$ cat src/rtl/rxbuf_pkg.sv
package rxbuf_pkg;

  typedef struct packed {
    logic memWe;
    logic headInc;
    logic headLoad;
    logic headToTail;
    logic tailAdv;
  } dpStrobe_t;

  localparam logic [3:0] REG_DATA  = 4'h0;
  localparam logic [3:0] REG_SLOT  = 4'h1;
  localparam logic [3:0] REG_VALID = 4'h2;
  localparam logic [3:0] REG_CTRL  = 4'h3;
  localparam logic [3:0] REG_CAUSE = 4'h4;
  localparam logic [3:0] REG_LENLO = 4'h5;
  localparam logic [3:0] REG_LENHI = 4'h6;
  localparam logic [3:0] REG_INFO  = 4'h7;
  localparam logic [3:0] REG_HEAD  = 4'h8;
  localparam logic [3:0] REG_TAIL  = 4'h9;

  localparam int CTRL_DROP_ONE = 0;
  localparam int CTRL_DROP_ALL = 1;
  localparam int CAUSE_RING    = 0;
  localparam int CAUSE_SLOT    = 1;

endpackage

$ cat src/rtl/pkt_rx_dp.sv
module pkt_rx_dp
  import rxbuf_pkg::*;
#(
  parameter int ADDR_W = 8,
  parameter int DW     = 8
) (
  input  logic              clk,
  input  logic              rstN,
  input  dpStrobe_t         strobe,
  input  logic [ADDR_W-1:0] memAddr,
  input  logic [DW-1:0]     memData,
  input  logic [ADDR_W-1:0] headVal,
  input  logic [ADDR_W:0]   tailStep,
  output logic [ADDR_W-1:0] head,
  output logic [ADDR_W-1:0] tail,
  output logic [DW-1:0]     headByte
);
  localparam int DEPTH = 1 << ADDR_W;

  logic [DW-1:0] mem [DEPTH];

  always_ff @(posedge clk) begin
    if (strobe.memWe) mem[memAddr] <= memData;
  end

  assign headByte = mem[head];

  always_ff @(posedge clk or negedge rstN) begin
    if (!rstN) begin
      head <= '0;
      tail <= '0;
    end else begin
      if (strobe.headToTail)    head <= tail;
      else if (strobe.headLoad) head <= headVal;
      else if (strobe.headInc)  head <= head + 1'b1;
      if (strobe.tailAdv) tail <= tail + tailStep[ADDR_W-1:0];
    end
  end

  // the head steps from the last ring address back to address zero.
  a_r12_head_wraps: assert property (@(posedge clk) disable iff (!rstN)
    (strobe.headInc && !strobe.headLoad && !strobe.headToTail && (&head))
      |=> (head == '0));

endmodule

$ cat src/rtl/pkt_rx_ctrl.sv
module pkt_rx_ctrl
  import rxbuf_pkg::*;
#(
  parameter int ADDR_W = 8,
  parameter int SLOTS  = 8,
  parameter int INFO_W = 8,
  parameter int DW     = 8
) (
  input  logic              clk,
  input  logic              rstN,
  input  logic              rxValid,
  input  logic              rxSop,
  input  logic              rxEop,
  input  logic              rxGood,
  input  logic [INFO_W-1:0] rxInfo,
  input  logic              hostRd,
  input  logic              hostWr,
  input  logic [3:0]        hostAddr,
  input  logic [DW-1:0]     hostWdata,
  output logic [DW-1:0]     hostRdata,
  output logic              irqFull,
  input  logic [ADDR_W-1:0] head,
  input  logic [ADDR_W-1:0] tail,
  input  logic [DW-1:0]     headByte,
  output dpStrobe_t         strobe,
  output logic [ADDR_W-1:0] memAddr,
  output logic [ADDR_W-1:0] headVal,
  output logic [ADDR_W:0]   tailStep
);
  localparam int DEPTH  = 1 << ADDR_W;
  localparam int LEN_W  = ADDR_W + 1;
  localparam int SUM_W  = LEN_W + 1;
  localparam int SLOT_W = $clog2(SLOTS);

  // Descriptor table, one entry per slot
  logic [SLOTS-1:0][ADDR_W-1:0] startAll;
  logic [SLOTS-1:0][LEN_W-1:0]  lenAll;
  logic [SLOTS-1:0][INFO_W-1:0] infoAll;
  logic [SLOTS-1:0]             validMap, validNext;

  logic [SLOT_W-1:0] wrSlot, rdSlot;
  logic [LEN_W-1:0]  rdOff, usedCount, usedNext, pktLen;
  logic              dropping;
  logic [1:0]        cause, causeSet, causeClr;

  // Host side decode
  logic hostRdEn, curValid, dataRead, lastByte, discardOne, clearAll, freeCur;
  logic [LEN_W-1:0] curLen;

  assign hostRdEn   = hostRd && !hostWr;
  assign curValid   = validMap[rdSlot];
  assign curLen     = lenAll[rdSlot];
  assign dataRead   = hostRdEn && (hostAddr == REG_DATA) && curValid;
  assign lastByte   = dataRead && (rdOff == LEN_W'(curLen - 1'b1));
  assign clearAll   = hostWr && (hostAddr == REG_CTRL) && hostWdata[CTRL_DROP_ALL];
  assign discardOne = hostWr && (hostAddr == REG_CTRL) && hostWdata[CTRL_DROP_ONE]
                      && !hostWdata[CTRL_DROP_ALL] && curValid;
  assign freeCur    = lastByte || discardOne;

  // Write side
  logic             slotsFull, dropNow, spaceOk, storeByte, overflowNow, commit, fillHit;
  logic [LEN_W-1:0] baseLen, newLen;

  assign slotsFull   = &validMap;
  assign baseLen     = rxSop ? '0 : pktLen;
  assign dropNow     = rxSop ? slotsFull : dropping;
  assign spaceOk     = ({1'b0, usedCount} + {1'b0, baseLen}) < SUM_W'(DEPTH);
  assign storeByte   = rxValid && !dropNow && spaceOk;
  assign overflowNow = rxValid && !dropNow && !spaceOk;
  assign newLen      = baseLen + LEN_W'(storeByte);
  assign commit      = storeByte && rxEop && rxGood;
  assign fillHit     = ({1'b0, usedCount} + {1'b0, newLen}) == SUM_W'(DEPTH);

  // Strobes and values to the datapath
  always_comb begin
    strobe            = '0;
    strobe.memWe      = storeByte;
    strobe.headInc    = dataRead;
    strobe.headLoad   = discardOne;
    strobe.headToTail = clearAll;
    strobe.tailAdv    = commit;
  end
  assign memAddr  = tail + baseLen[ADDR_W-1:0];
  assign headVal  = startAll[rdSlot] + curLen[ADDR_W-1:0];
  assign tailStep = newLen;

  always_comb begin
    validNext = validMap;
    if (clearAll)     validNext = '0;
    else if (freeCur) validNext[rdSlot] = 1'b0;
    if (commit)       validNext[wrSlot] = 1'b1;
  end

  always_comb begin
    usedNext = usedCount;
    if (clearAll) usedNext = '0;
    else begin
      if (dataRead)   usedNext = usedNext - 1'b1;
      if (discardOne) usedNext = usedNext - (curLen - rdOff);
    end
    if (commit) usedNext = usedNext + newLen;
  end

  assign causeSet[CAUSE_RING] = (storeByte && fillHit) || overflowNow;
  assign causeSet[CAUSE_SLOT] = (rxValid && rxSop && slotsFull) || (commit && (&validNext));
  assign causeClr = (hostWr && (hostAddr == REG_CAUSE)) ? hostWdata[1:0] : 2'b00;
  assign irqFull  = |cause;

  generate
    for (genvar g = 0; g < SLOTS; g++) begin : gSlot
      logic [ADDR_W-1:0] startQ;
      logic [LEN_W-1:0]  lenQ;
      logic [INFO_W-1:0] infoQ;
      always_ff @(posedge clk or negedge rstN) begin
        if (!rstN) begin
          startQ <= '0;
          lenQ   <= '0;
          infoQ  <= '0;
        end else if (commit && (wrSlot == SLOT_W'(g))) begin
          startQ <= tail;
          lenQ   <= newLen;
          infoQ  <= rxInfo;
        end
      end
      assign startAll[g] = startQ;
      assign lenAll[g]   = lenQ;
      assign infoAll[g]  = infoQ;
    end
  endgenerate

  always_ff @(posedge clk or negedge rstN) begin
    if (!rstN) begin
      validMap  <= '0;
      wrSlot    <= '0;
      rdSlot    <= '0;
      rdOff     <= '0;
      usedCount <= '0;
      pktLen    <= '0;
      dropping  <= 1'b1;
      cause     <= '0;
    end else begin
      validMap  <= validNext;
      usedCount <= usedNext;
      if (commit) wrSlot <= wrSlot + 1'b1;
      if (clearAll) begin
        rdSlot <= wrSlot;
        rdOff  <= '0;
      end else if (freeCur) begin
        rdSlot <= rdSlot + 1'b1;
        rdOff  <= '0;
      end else if (dataRead) begin
        rdOff <= rdOff + 1'b1;
      end
      if (rxValid) begin
        pktLen   <= rxEop ? '0 : newLen;
        dropping <= rxEop || dropNow || overflowNow;
      end
      cause <= (cause & ~causeClr) | causeSet;
    end
  end

  // Host read data, registered
  always_ff @(posedge clk or negedge rstN) begin
    if (!rstN) hostRdata <= '0;
    else if (hostRdEn) begin
      case (hostAddr)
        REG_DATA:  hostRdata <= curValid ? headByte : '0;
        REG_SLOT:  hostRdata <= DW'(rdSlot);
        REG_VALID: hostRdata <= DW'(validMap);
        REG_CAUSE: hostRdata <= DW'(cause);
        REG_LENLO: hostRdata <= curValid ? DW'(curLen) : '0;
        REG_LENHI: hostRdata <= curValid ? DW'(curLen >> 8) : '0;
        REG_INFO:  hostRdata <= curValid ? DW'(infoAll[rdSlot]) : '0;
        REG_HEAD:  hostRdata <= DW'(head);
        REG_TAIL:  hostRdata <= DW'(tail);
        default:   hostRdata <= '0;
      endcase
    end
  end

  // the tail only moves on a committed packet.
  a_r2_tail_on_commit: assert property (@(posedge clk) disable iff (!rstN)
    !strobe.tailAdv |=> $stable(tail));

  // a commit always targets a free slot.
  a_r9_commit_free_slot: assert property (@(posedge clk) disable iff (!rstN)
    (commit && !clearAll) |-> !validMap[wrSlot]);

  // committed bytes never exceed the ring.
  a_r8_no_overflow: assert property (@(posedge clk) disable iff (!rstN)
    usedCount <= LEN_W'(DEPTH));

  // the head only steps while a packet is stored.
  a_r3_read_needs_packet: assert property (@(posedge clk) disable iff (!rstN)
    strobe.headInc |-> (validMap != '0));

  // discard-all empties the bitmap.
  a_r6_clear_empties: assert property (@(posedge clk) disable iff (!rstN)
    (clearAll && !commit) |=> (validMap == '0));

  // a ring cause bit holds until cleared.
  a_r10_cause_sticky: assert property (@(posedge clk) disable iff (!rstN)
    (cause[CAUSE_RING] && !causeClr[CAUSE_RING]) |=> cause[CAUSE_RING]);

endmodule

$ cat src/rtl/pkt_rx_buffer.sv
module pkt_rx_buffer
  import rxbuf_pkg::*;
#(
  parameter int ADDR_W = 8,
  parameter int SLOTS  = 8,
  parameter int INFO_W = 8
) (
  input  logic              clk,
  input  logic              rstN,
  input  logic              rxValid,
  input  logic [7:0]        rxData,
  input  logic              rxSop,
  input  logic              rxEop,
  input  logic              rxGood,
  input  logic [INFO_W-1:0] rxInfo,
  input  logic              hostRd,
  input  logic              hostWr,
  input  logic [3:0]        hostAddr,
  input  logic [7:0]        hostWdata,
  output logic [7:0]        hostRdata,
  output logic              irqFull
);
  localparam int DW = 8;

  dpStrobe_t         strobe;
  logic [ADDR_W-1:0] head, tail, memAddr, headVal;
  logic [ADDR_W:0]   tailStep;
  logic [DW-1:0]     headByte;

  pkt_rx_ctrl #(
    .ADDR_W(ADDR_W), .SLOTS(SLOTS), .INFO_W(INFO_W), .DW(DW)
  ) ctrl_i (
    .clk(clk), .rstN(rstN),
    .rxValid(rxValid), .rxSop(rxSop), .rxEop(rxEop), .rxGood(rxGood), .rxInfo(rxInfo),
    .hostRd(hostRd), .hostWr(hostWr), .hostAddr(hostAddr), .hostWdata(hostWdata),
    .hostRdata(hostRdata), .irqFull(irqFull),
    .head(head), .tail(tail), .headByte(headByte),
    .strobe(strobe), .memAddr(memAddr), .headVal(headVal), .tailStep(tailStep)
  );

  pkt_rx_dp #(
    .ADDR_W(ADDR_W), .DW(DW)
  ) dp_i (
    .clk(clk), .rstN(rstN), .strobe(strobe),
    .memAddr(memAddr), .memData(rxData), .headVal(headVal), .tailStep(tailStep),
    .head(head), .tail(tail), .headByte(headByte)
  );

endmodule

$ cat config.mk
export PLATFORM = sky130hd
export DESIGN_NAME = pkt_rx_buffer
export DESIGN_NICKNAME = d
export VERILOG_FILES = /design/src/rtl/rxbuf_pkg.sv /design/src/rtl/pkt_rx_dp.sv /design/src/rtl/pkt_rx_ctrl.sv /design/src/rtl/pkt_rx_buffer.sv
export SDC_FILE = /design/constraint.sdc
export NUM_CORES = 2
export LEC_CHECK = 0
export ABC_AREA = 1
export BUFFER_PORTS_ARGS = -buffer_cell sky130_fd_sc_hd__buf_2
export CORE_MARGIN = 4
export CORE_UTILIZATION = 45
export DETAILED_ROUTE_END_ITERATION = 10
export GPL_ROUTABILITY_DRIVEN = 0
export PLACE_DENSITY_LB_ADDON = 0.1
export SLEW_MARGIN = 0
export SYNTH_ARGS = -nofsm -noshare
export SYNTH_HDL_FRONTEND = slang
export SYNTH_HIERARCHICAL = 1
export SYNTH_SLANG_ARGS = --single-unit
$ cat constraint.sdc
create_clock -name clk -period 9 [get_ports clk]
set_input_delay 0.9 -clock clk [delete_from_list [all_inputs] [get_ports clk]]
set_output_delay 0.9 -clock clk [all_outputs]
set_load 0.01 [all_outputs]
==> flow_metrics.py <==
metrics = {
    "global_routing": {
        "antenna_found_initial": 5,
        "gr-total-overflow": 0,
        "grt_max_degree": 179,
        "grt_use_total_pct": 24.8,
        "grt_pass1_vias": 64836,
        "grt_first_pass_wirelength_um": 429000,
    },
    "synthesis": {
        "syn-instance-count": 9598,
        "avgSynthCellArea_sq_um": 10.5,
        "ys_warn_count": 6,
        "ys_ff_latch": 2316,
        "async_flop_share_pct": 11.6,
        "ys_types": 59,
        "synthesis.nets": 9706,
        "yosys_most_used_dff": "edfxtp_1",
        "synth_area_sq_um": 101000,
        "ys_seq_area_share_pct": 67.8,
        "synth_edf_count": 2048,
    },
    "worst_setup_path": {
        "worst_setup_path_start_kind": "flip-flop",
        "cp.required_ns": 9.70,
        "regToRegSetupSlack_ns": 3.42,
        "reg2regPathDepth": 29,
        "criticalPathCategory": "reg -> reg",
        "critical_path.max_stage_delay_ns": 0.60,
        "cpMostUsedCell": "inv_1",
        "end_kind": "flip-flop",
        "worst-path-stages": 29,
        "crit_end": "ctrl_i/cause[0]$_DFF_PN0_",
        "cp_max_fo": 21,
        "r2r-end": "ctrl_i/cause[0]$_DFF_PN0_",
        "critical_path_arrival_ns": 6.28,
        "crit_buf_inv": 8,
        "worstSetupStartpoint": "ctrl_i/pktLen[6]$_DFFE_PN0P_",
        "r2r_start": "ctrl_i/pktLen[6]$_DFFE_PN0P_",
        "cpMaxStageDelayCell": "inv_1",
        "cp_top_family": "simple AND/OR/NAND/NOR gates",
    },
    "clock_tree": {
        "post_cts_buffers": 0,
        "clk-insertion-delay-late_ns": 0.90,
        "cts_root_buffer": "clkbuf_16",
        "cts_resized": 0,
        "path_clk_slew_ns": 0.06,
        "clock_path_buffers": 3,
        "cts_tree": "yes",
        "numCtsBuffers": 240,
        "holdBufCountCts": 0,
        "cts.sinks": 2316,
        "h-tree-depth": 4,
    },
    "drt": {
        "first_pass_iters": 6,
        "wl_per_cell_um": 23.0,
        "wl_met1_um": 128000,
        "met3_length_um": 20800,
        "highest-signal-layer": "met4",
        "drtAntennaViolNets": 0,
        "vias": 68620,
        "drt_iter0_markers": 6776,
        "wl_met2_um": 133000,
        "totalWireLength_um": 291000,
        "drt-vias-per-instance": 5.43,
        "route.detailed.drc": 0,
    },
    "power_and_ir_drop": {
        "p_seq_share_pct": 37.8,
        "ir_drop_uv": 305,
        "power.internal_mw": 20.3,
        "p_leak_nw": 42.5,
        "fin_total_pwr_mw": 32.9,
        "pwr-share-clk_pct": 29.5,
        "swShare_pct": 38.3,
        "p_sw_mw": 12.6,
        "p_comb_share_pct": 32.7,
        "power_density_nw_per_um2": 297,
    },
    "sta": {
        "max_slew.worst_pin.slew_ns": 1.18,
        "holdWs_ns": 0.0890,
        "clock_skew_ns": 0.0587,
        "fin_crit_sh_pct": 62.0,
        "setup_violations": 0,
        "rsz0062_at_grt": "no",
        "fmax_mhz": 179,
        "relSlewSlack_pct": 21.4,
        "finalCriticalPeriod_ns": 5.58,
        "hold_viol_final": 0,
        "final.setup.tns_ns": 0,
        "slew_violations": 0,
    },
    "placement": {
        "port_buffers": 38,
        "dpl.hpwl_um": 164000,
    },
    "die": {
        "start_util_pct": 45.3,
        "die_h_um": 481,
        "die_x_um": 481,
        "rows": 173,
        "dieArea_sq_um": 231000,
        "ioPinCount": 45,
        "coreArea_sq_um": 222000,
    },
    "final_layout": {
        "final_net_count": 9550,
        "area_delta_synth_final_pct": 10.1,
        "layout-drive-gt1-share_pct": 5.67,
        "final_util_pct": 49.8,
        "fill_cells": 19929,
    },
    "status": {
        "outcome": "completed",
    },
    "run": {
        "drv_cap": 0,
    },
    "hold_path": {
        "hold_class": "in -> async",
    },
}
==> state kept, by name, indices dropped and copies added, names as in the netlist <==
name	flops
dp_i/mem	2048
ctrl_i/gSlot.lenQ	72
ctrl_i/gSlot.infoQ	64
ctrl_i/gSlot.startQ	64
ctrl_i/pktLen	9
ctrl_i/rdOff	9
ctrl_i/usedCount	9
ctrl_i/hostRdata	8
ctrl_i/validMap	8
dp_i/head	8
dp_i/tail	8
ctrl_i/rdSlot	3
ctrl_i/wrSlot	3
ctrl_i/cause	2
ctrl_i/dropping	1
==> worst min path at each step <==
| stage | endpoint | depth (start not counted) | start |
|---|---|---|---|
| 2_1_floorplan | ctrl_i/gSlot[0].lenQ[0]$_DFFE_PN0P_ | 2 | ctrl_i/gSlot[0].lenQ[0]$_DFFE_PN0P_ |
| 3_3_place_gp | ctrl_i/gSlot[1].lenQ[2]$_DFFE_PN0P_ | 2 | ctrl_i/gSlot[1].lenQ[2]$_DFFE_PN0P_ |
| 3_5_place_dp | ctrl_i/gSlot[2].startQ[2]$_DFFE_PN0P_ | 2 | ctrl_i/gSlot[2].startQ[2]$_DFFE_PN0P_ |
| 4_1_cts | ctrl_i/gSlot[1].infoQ[7]$_DFFE_PN0P_ | 1 | rstN |
| 5_1_grt | ctrl_i/gSlot[0].infoQ[4]$_DFFE_PN0P_ | 1 | rstN |
| 6_report | ctrl_i/gSlot[0].infoQ[4]$_DFFE_PN0P_ | 1 | rstN |
==> cells in the mapped netlist (all sizes together), types with 16 or more instances <==
master / n / area, sq um
nand3: 1141 / 5720
ha: 60 / 751
inv: 605 / 2270
nor3: 24 / 141
o21ai: 391 / 1960
nand2: 3206 / 12100
dfrtp: 267 / 6680
o211ai: 105 / 788
o22ai: 16 / 100
nand4: 29 / 188
buf: 332 / 1850
clkbuf: 210 / 788
xor2: 36 / 315
a221oi: 17 / 155
nor2: 714 / 2770
xnor2: 19 / 166
or2: 20 / 125
a21boi: 63 / 473
a21oi: 202 / 1010
edfxtp: 2048 / 61500
a22oi: 20 / 150
==> power by group through the flow <==
stage / combinational (mW) / sequential (mW) / clock, mW
6_report: 10.8 / 12.4 / 9.68
5_1_grt: 11.8 / 12.5 / 10.4
4_1_cts: 10.7 / 12.4 / 9.88
3_5_place_dp: 10.7 / 12.6 / 0
3_3_place_gp: 10.6 / 12.6 / 0
2_1_floorplan: 6.93 / 12.4 / 0
==> layout by cell type, fill, tap and decap left out, drive strengths merged, types with 2 or more instances in the layout <==
master / synthesis / routed
nand2: 3206 / 3206
edfxtp: 2048 / 2048
nand3: 1141 / 1141
nor2: 714 / 714
inv: 605 / 611
o21ai: 391 / 391
clkbuf: 210 / 309
dfrtp: 267 / 267
a21oi: 202 / 202
buf: 332 / 144
clkinv: 12 / 129
o211ai: 105 / 105
a21boi: 63 / 63
ha: 60 / 60
xor2: 36 / 36
nand4: 29 / 29
nor3: 24 / 24
a22oi: 20 / 20
or2: 20 / 20
xnor2: 19 / 19
bufinv: 0 / 17
a221oi: 17 / 17
o22ai: 16 / 16
fa: 12 / 12
a31oi: 10 / 10
a22o: 9 / 9
diode: 0 / 7
o221ai: 7 / 7
clkinvlp: 0 / 4
o2111ai: 4 / 4
o21bai: 3 / 3
nor4: 3 / 3
nand3b: 2 / 2
and2: 2 / 2
a21o: 2 / 2
nor3b: 2 / 2
==> logic make-up (layout without fill, tap and decap cells) <==
kind of cell / after synthesis / after routing / synth area share (%)
and+or+nand+nor: 5143 / 5143 / 20.9
other: 0 / 7 / 0
buffers and inverters: 1159 / 1214 / 4.93
AOI/OAI and AO/OA: 852 / 852 / 4.90
xor gates and xnor gates: 55 / 55 / 0.479
DFF: 2316 / 2316 / 67.8
muxes: 1 / 1 / 0.0112
adders and majority gates: 72 / 72 / 0.984
==> cell type report <==
type	count	area [sq um]	area share, %
repair buffers	144	1260	1.14
flip-flops and latches	2316	68200	61.6
multi-input cells	6123	27500	24.9
inverters	617	2350	2.12
clock buffers	309	6330	5.71
clock inverters	144	1340	1.21
well taps	2975	3720	3.36
diodes	7	17.5	0.0158
==> through the flow <==
step,instances,cell area [sq um],setup slack (ns)
after floorplan,9598,101000,4.38
after global placement,12175,103000,2.53
after detailed placement,12175,103000,2.69
after CTS,12628,111000,3.48
after global routing,12629,111000,2.85
final,12635,111000,3.42
==> routing by layer <==
metal	vias up	global-route usage, %
li1	32159	-
met1	33635	35.9
met2	2388	38.7
met3	438	3.88
met4	0	7.32
met5	-	0
==> worst register-to-register path, delay by kind of cell (launching register included) <==
| kind | cells | cell delay, ns |
|---|---|---|
| AND/OR/NAND/NOR | 11 | 1.71 |
| adder cells (fa/ha/maj) | 3 | 0.99 |
| buffers and inverters | 8 | 1.26 |
| AO/OA/AOI/OAI | 7 | 1.13 |
| flip-flops | 1 | 0.32 |
Note: power is estimated with default switching activity, not from simulation.
